==> config.mk <==
export PLATFORM = sky130hd
export DESIGN_NAME = desat_guard
export DESIGN_NICKNAME = d
export VERILOG_FILES = /design/src/rtl/desat_pkg.sv /design/src/rtl/desat_sync2.sv /design/src/rtl/desat_timer.sv /design/src/rtl/desat_guard.sv
export SDC_FILE = /design/constraint.sdc
export NUM_CORES = 1
export LEC_CHECK = 0
export BUFFER_PORTS_ARGS = -buffer_cell sky130_fd_sc_hd__buf_2
export CORE_ASPECT_RATIO = 1.1
export CORE_UTILIZATION = 40
export CTS_CLUSTER_DIAMETER = 120
export DETAILED_ROUTE_END_ITERATION = 8
export PLACE_DENSITY = 0.6
export SKIP_CTS_REPAIR_TIMING = 1
export SLEW_MARGIN = 20
export SYNTH_ARGS = -nofsm -noshare
export SYNTH_HDL_FRONTEND = slang
export SYNTH_SLANG_ARGS = --single-unit
==> constraint.sdc <==
create_clock -name clk -period 2.49 [get_ports clk]
set_input_delay 0.249 -clock clk [delete_from_list [all_inputs] [get_ports clk]]
set_output_delay 0.249 -clock clk [all_outputs]
set_load 0.03 [all_outputs]
==> src/rtl/desat_pkg.sv <==
package desat_pkg;
  typedef enum logic [1:0] {
    ST_IDLE  = 2'd0,
    ST_BLANK = 2'd1,
    ST_ON    = 2'd2,
    ST_LOCK  = 2'd3
  } guard_state_e;
endpackage

==> src/rtl/desat_sync2.sv <==
module desat_sync2 #(
  parameter int WIDTH  = 2,
  parameter int STAGES = 2
) (
  input  logic             clk,
  input  logic             rst,
  input  logic [WIDTH-1:0] d_i,
  output logic [WIDTH-1:0] q_o
);
  logic [WIDTH-1:0] stg [STAGES];

  always_ff @(posedge clk) begin
    if (rst) stg[0] <= '0;
    else     stg[0] <= d_i;
  end

  for (genvar i = 1; i < STAGES; i++) begin : g_stage
    always_ff @(posedge clk) begin
      if (rst) stg[i] <= '0;
      else     stg[i] <= stg[i-1];
    end
  end

  assign q_o = stg[STAGES-1];
endmodule

==> src/rtl/desat_timer.sv <==
module desat_timer #(
  parameter int LIMIT = 8
) (
  input  logic clk,
  input  logic rst,
  input  logic clr_i,
  input  logic en_i,
  output logic done_o
);
  localparam int CW = $clog2(LIMIT + 1);
  localparam logic [CW-1:0] LAST = CW'(LIMIT - 1);

  logic [CW-1:0] cnt_q;

  assign done_o = (cnt_q == LAST);

  always_ff @(posedge clk) begin
    if (rst || clr_i)          cnt_q <= '0;
    else if (en_i && !done_o)  cnt_q <= cnt_q + 1'b1;
  end


  clr_restart_chk: assert property (@(posedge clk) disable iff (rst)
    clr_i |=> (cnt_q == '0));


  no_overrun_chk: assert property (@(posedge clk) disable iff (rst)
    done_o |=> (done_o || cnt_q == '0));
endmodule

==> src/rtl/desat_guard.sv <==
module desat_guard
  import desat_pkg::*;
#(
  parameter int BLANK_CYC = 300,
  parameter int LOCK_CYC  = 150000
) (
  input  logic       clk,
  input  logic       rst,
  input  logic       cmd_on_i,
  input  logic       desat_i,
  output logic       gate_en_o,
  output logic       soft_off_o,
  output logic       fault_n_o,
  output logic [1:0] state_o
);
  localparam int SYNC_STAGES = 2;
  localparam int BLANK_CNT   = BLANK_CYC - SYNC_STAGES;

  logic [1:0] raw_in, sync_in;
  logic cmd_s, desat_s;
  logic blank_done, lock_done;
  guard_state_e state_q, state_d;

  assign raw_in = {desat_i, cmd_on_i};

  desat_sync2 #(.WIDTH(2), .STAGES(SYNC_STAGES)) u_sync (
    .clk(clk), .rst(rst), .d_i(raw_in), .q_o(sync_in)
  );

  assign cmd_s   = sync_in[0];
  assign desat_s = sync_in[1];

  desat_timer #(.LIMIT(BLANK_CNT)) u_blank (
    .clk(clk), .rst(rst),
    .clr_i(state_q != ST_BLANK || !cmd_s),
    .en_i(state_q == ST_BLANK),
    .done_o(blank_done)
  );

  desat_timer #(.LIMIT(LOCK_CYC)) u_lock (
    .clk(clk), .rst(rst),
    .clr_i(state_q != ST_LOCK),
    .en_i(state_q == ST_LOCK),
    .done_o(lock_done)
  );

  always_comb begin
    state_d = state_q;
    unique case (state_q)
      ST_IDLE:  if (cmd_s) state_d = ST_BLANK;
      ST_BLANK: begin
        if (!cmd_s)          state_d = ST_IDLE;
        else if (blank_done) state_d = ST_ON;
      end
      ST_ON: begin
        if (!cmd_s)       state_d = ST_IDLE;
        else if (desat_s) state_d = ST_LOCK;
      end
      ST_LOCK:  if (lock_done && !cmd_s) state_d = ST_IDLE;
      default:  state_d = ST_IDLE;
    endcase
  end

  always_ff @(posedge clk) begin
    if (rst) begin
      state_q    <= ST_IDLE;
      gate_en_o  <= 1'b0;
      soft_off_o <= 1'b0;
      fault_n_o  <= 1'b1;
    end else begin
      state_q    <= state_d;
      gate_en_o  <= (state_d == ST_BLANK) || (state_d == ST_ON);
      soft_off_o <= (state_d == ST_LOCK);
      fault_n_o  <= (state_d != ST_LOCK);
    end
  end

  assign state_o = state_q;


  gate_soft_excl_chk: assert property (@(posedge clk) disable iff (rst)
    !(gate_en_o && soft_off_o));


  fault_soft_pair_chk: assert property (@(posedge clk) disable iff (rst)
    soft_off_o == !fault_n_o);


  gate_rise_from_idle_chk: assert property (@(posedge clk) disable iff (rst)
    $rose(gate_en_o) |-> ($past(state_q) == ST_IDLE));


  lock_hold_chk: assert property (@(posedge clk) disable iff (rst)
    (state_q == ST_LOCK && cmd_s) |=> (state_q == ST_LOCK && !gate_en_o));


  trip_to_soft_chk: assert property (@(posedge clk) disable iff (rst)
    (state_q == ST_ON && cmd_s && desat_s) |=> (soft_off_o && !fault_n_o));


  blank_mask_chk: assert property (@(posedge clk) disable iff (rst)
    (state_q == ST_BLANK && cmd_s) |=> gate_en_o);
endmodule

==> results.cfg <==
[critical_path]
r2r_slack_ps = 440
ff2ff_path_depth = 6
critPathKind = flop to flop
cpPeakStageDelay_ps = 540
crit_slowest_cell = nor4_4
rr_endpoint = gate_en_o
cp_num_buf_inv = 0
end_kind = flop
crit_family = simple AND/OR/NAND/NOR gates
path_cells = ha_1, nand3_1, nor4_4, o211ai_1, ha_1, nor2b_1
cp.required_ps = 2670
start_kind = flop
cpMostUsedCell = ha_1
r2r_start = u_lock.cnt_q[0]
crit_path_max_fanout = 8
critPathArrivalTime_ps = 2230

[floorplan]
floorplan.initialDensity_pct = 42.5
pin_count = 9
core_area_mm2 = 0.00371
die_w_um = 61.9
dieArea_mm2 = 0.00420
die_h_um = 67.8
fp-row-count = 23

[grt]
grt_max_degree = 19
antenna_found_initial = 0
grt_use_total_pct = 16.7
grt_pass1_wl_um = 5000
overflow = 0
grt_pass1_vias = 1161

[cts]
cts_buffers = 5
tritoncts = yes
cts_buffer_depth = 2
root_buffer = clkbuf_8
cts_max_level = 2
cts.sinks = 36
clk_latency_ps = 290
path_clk_slew_ps = 70

[routing]
drtIter0Drc = 46
viasPerCell = 5.02
post_drt_wl_per_cell_um = 11.8
drt_wl_total_um = 2810
drc = 0
ant_nets = 0
num_vias = 1199
dr.pass1.iters = 4

[cells_and_area]
finalNonFillerCells = 239
final_common_cell = dfxtp_1
fillCellCount = 366
drive_above_1_share_pct = 11.6
area.growth.synth_to_final_pct = 12.4
nNetsFinal = 196
final_cell_mix = dfxtp_1, nor2_1, xnor2_1, nand2_1, nor3_1
num_antenna_cells = 0

[logic_synthesis]
avgSynthCellArea_um2 = 8.86
synth_top_family_by_area = simple AND/OR/NAND/NOR gates
synth_compound_area_share_pct = 4.13
synth_mux_area_share_pct = 0.635
synth_cell_types = 31
synth_cells = 178
syn-cell-area_mm2 = 0.00158
ys_warn_count = 0
synth_fp_nets = 186
synth-main-ff-cell = dfxtp_1
ys_async_sr_fraction_pct = 0
synth-adder-area-share_pct = 3.17
synth_seq_cells = 36
synth_edf_count = 0
synthSimpleGateAreaFrac_pct = 31.5
synth-xor-area-share_pct = 12.2
ys_seq_area_share_pct = 45.7

[power]
power.density_mw_per_mm2 = 627
finalPower_mw = 1.11
leakagePower_nw = 0.586
peakVddDrop_mv = 0.324

[hold_path]
worstHoldStart = desat_i
hold_depth = 2
min_path_type = primary input to flop
worstHoldEndpoint = u_sync.stg[0][1]

[sta]
worst_slack_ps = 438
rsz0062_at_grt = no
min_period_over_period_pct = 82.4
worst_pin_slew_ps = 608
min_period_ps = 2050
tns_ps = 0
timing.fmax_ghz = 0.487
skew_ps = 5.13
slew_violations = 0
finalSetupViolations = 0
slew_headroom_pct = 58.9
hold_viol = 0

[job]
max_cap_violations = 0

[outcome]
status = finished clean

[place]
hpwl_um = 2010
placed_cells = 231
gp_congestion = 0.808
post-place-ws_ps = 454
port-buffer-count = 8
## worst register-to-register path, stage by stage (launching register included)
cell      delay, ps
dfxtp_1         390
ha_1            230
nand3_1         170
nor4_4          540
o211ai_1        180
ha_1            310
nor2b_1         120
## Yosys cell counts (all sizes together) (3+ instances only)
cell,count,area (um2)
dfxtp,36,721
nor2,32,120
xnor2,14,123
nand2,13,48.8
nor3,9,45.0
nand3,8,40.0
nor2b,8,50.1
xor2,8,70.1
inv,6,22.5
clkbuf,5,18.8
nand4,5,31.3
and3,4,25.0
ha,4,50.1
nor4,3,40.0
or2,3,18.8
## flip-flops by register name, indices dropped and copies added, names as in the netlist
register / count
u_sync.stg: 4
u_blank.cnt_q: 9
state_o: 2
fault_n_o: 1
soft_off_o: 1
u_lock.cnt_q: 18
gate_en_o: 1
## metal layers
metal  routed length (um)  global-route usage, %  up-vias
li1                     -                      -      614
met1                 1230                   19.1      556
met2                 1380                   27.7       25
met3                  129                   4.73        4
met4                   66                   9.17        0
met5                    0                      0        -
## power by group
group	switching, mW	internal, mW
logic	0.00787	0.00637
registers	0.00215	0.579
clock network	0.218	0.296
total	0.228	0.882
## final cells by class
cell class,instances,area (um2),share of cell area (%)
Timing Repair Buffer,8,40.0,2.26
Clock inverter,3,42.5,2.40
Tap cell,50,62.6,3.53
Clock buffer,5,68.8,3.88
Sequential cell,36,721,40.7
Multi-Input combinational cell,131,815,46.0
Inverter,6,22.5,1.27
## cell families after synthesis
| logic type | after synthesis |
|---|---|
| and+or+nand+nor | 94 |
| DFF | 36 |
| xor gates and xnor gates | 22 |
| buffers and inverters | 11 |
| AOI/OAI and AO/OA | 10 |
| adders and majority gates | 4 |
| muxes | 1 |
## how the worst max path moves through the flow
stage                    start        end  slack (ps)  cells past startpoint
2_1_floorplan  u_lock.cnt_q[0]  gate_en_o         670                      6
3_3_place_gp   u_lock.cnt_q[0]  gate_en_o         560                      6
3_5_place_dp   u_lock.cnt_q[0]  gate_en_o         450                      6
4_1_cts        u_lock.cnt_q[0]  gate_en_o         450                      6
5_1_grt        u_lock.cnt_q[0]  gate_en_o         300                      6
6_report       u_lock.cnt_q[0]  gate_en_o         440                      6
## per-stage QoR
step	util, %	hold slack (ps)	area [um2]
3_5_place_dp	44.7	435	1660
6_report	47.7	168	1770
2_1_floorplan	-	377	1580
3_3_place_gp	44.7	423	1660
4_1_cts	47.7	160	1770
5_1_grt	47.7	182	1770
Note: power is estimated with default switching activity, not from simulation.
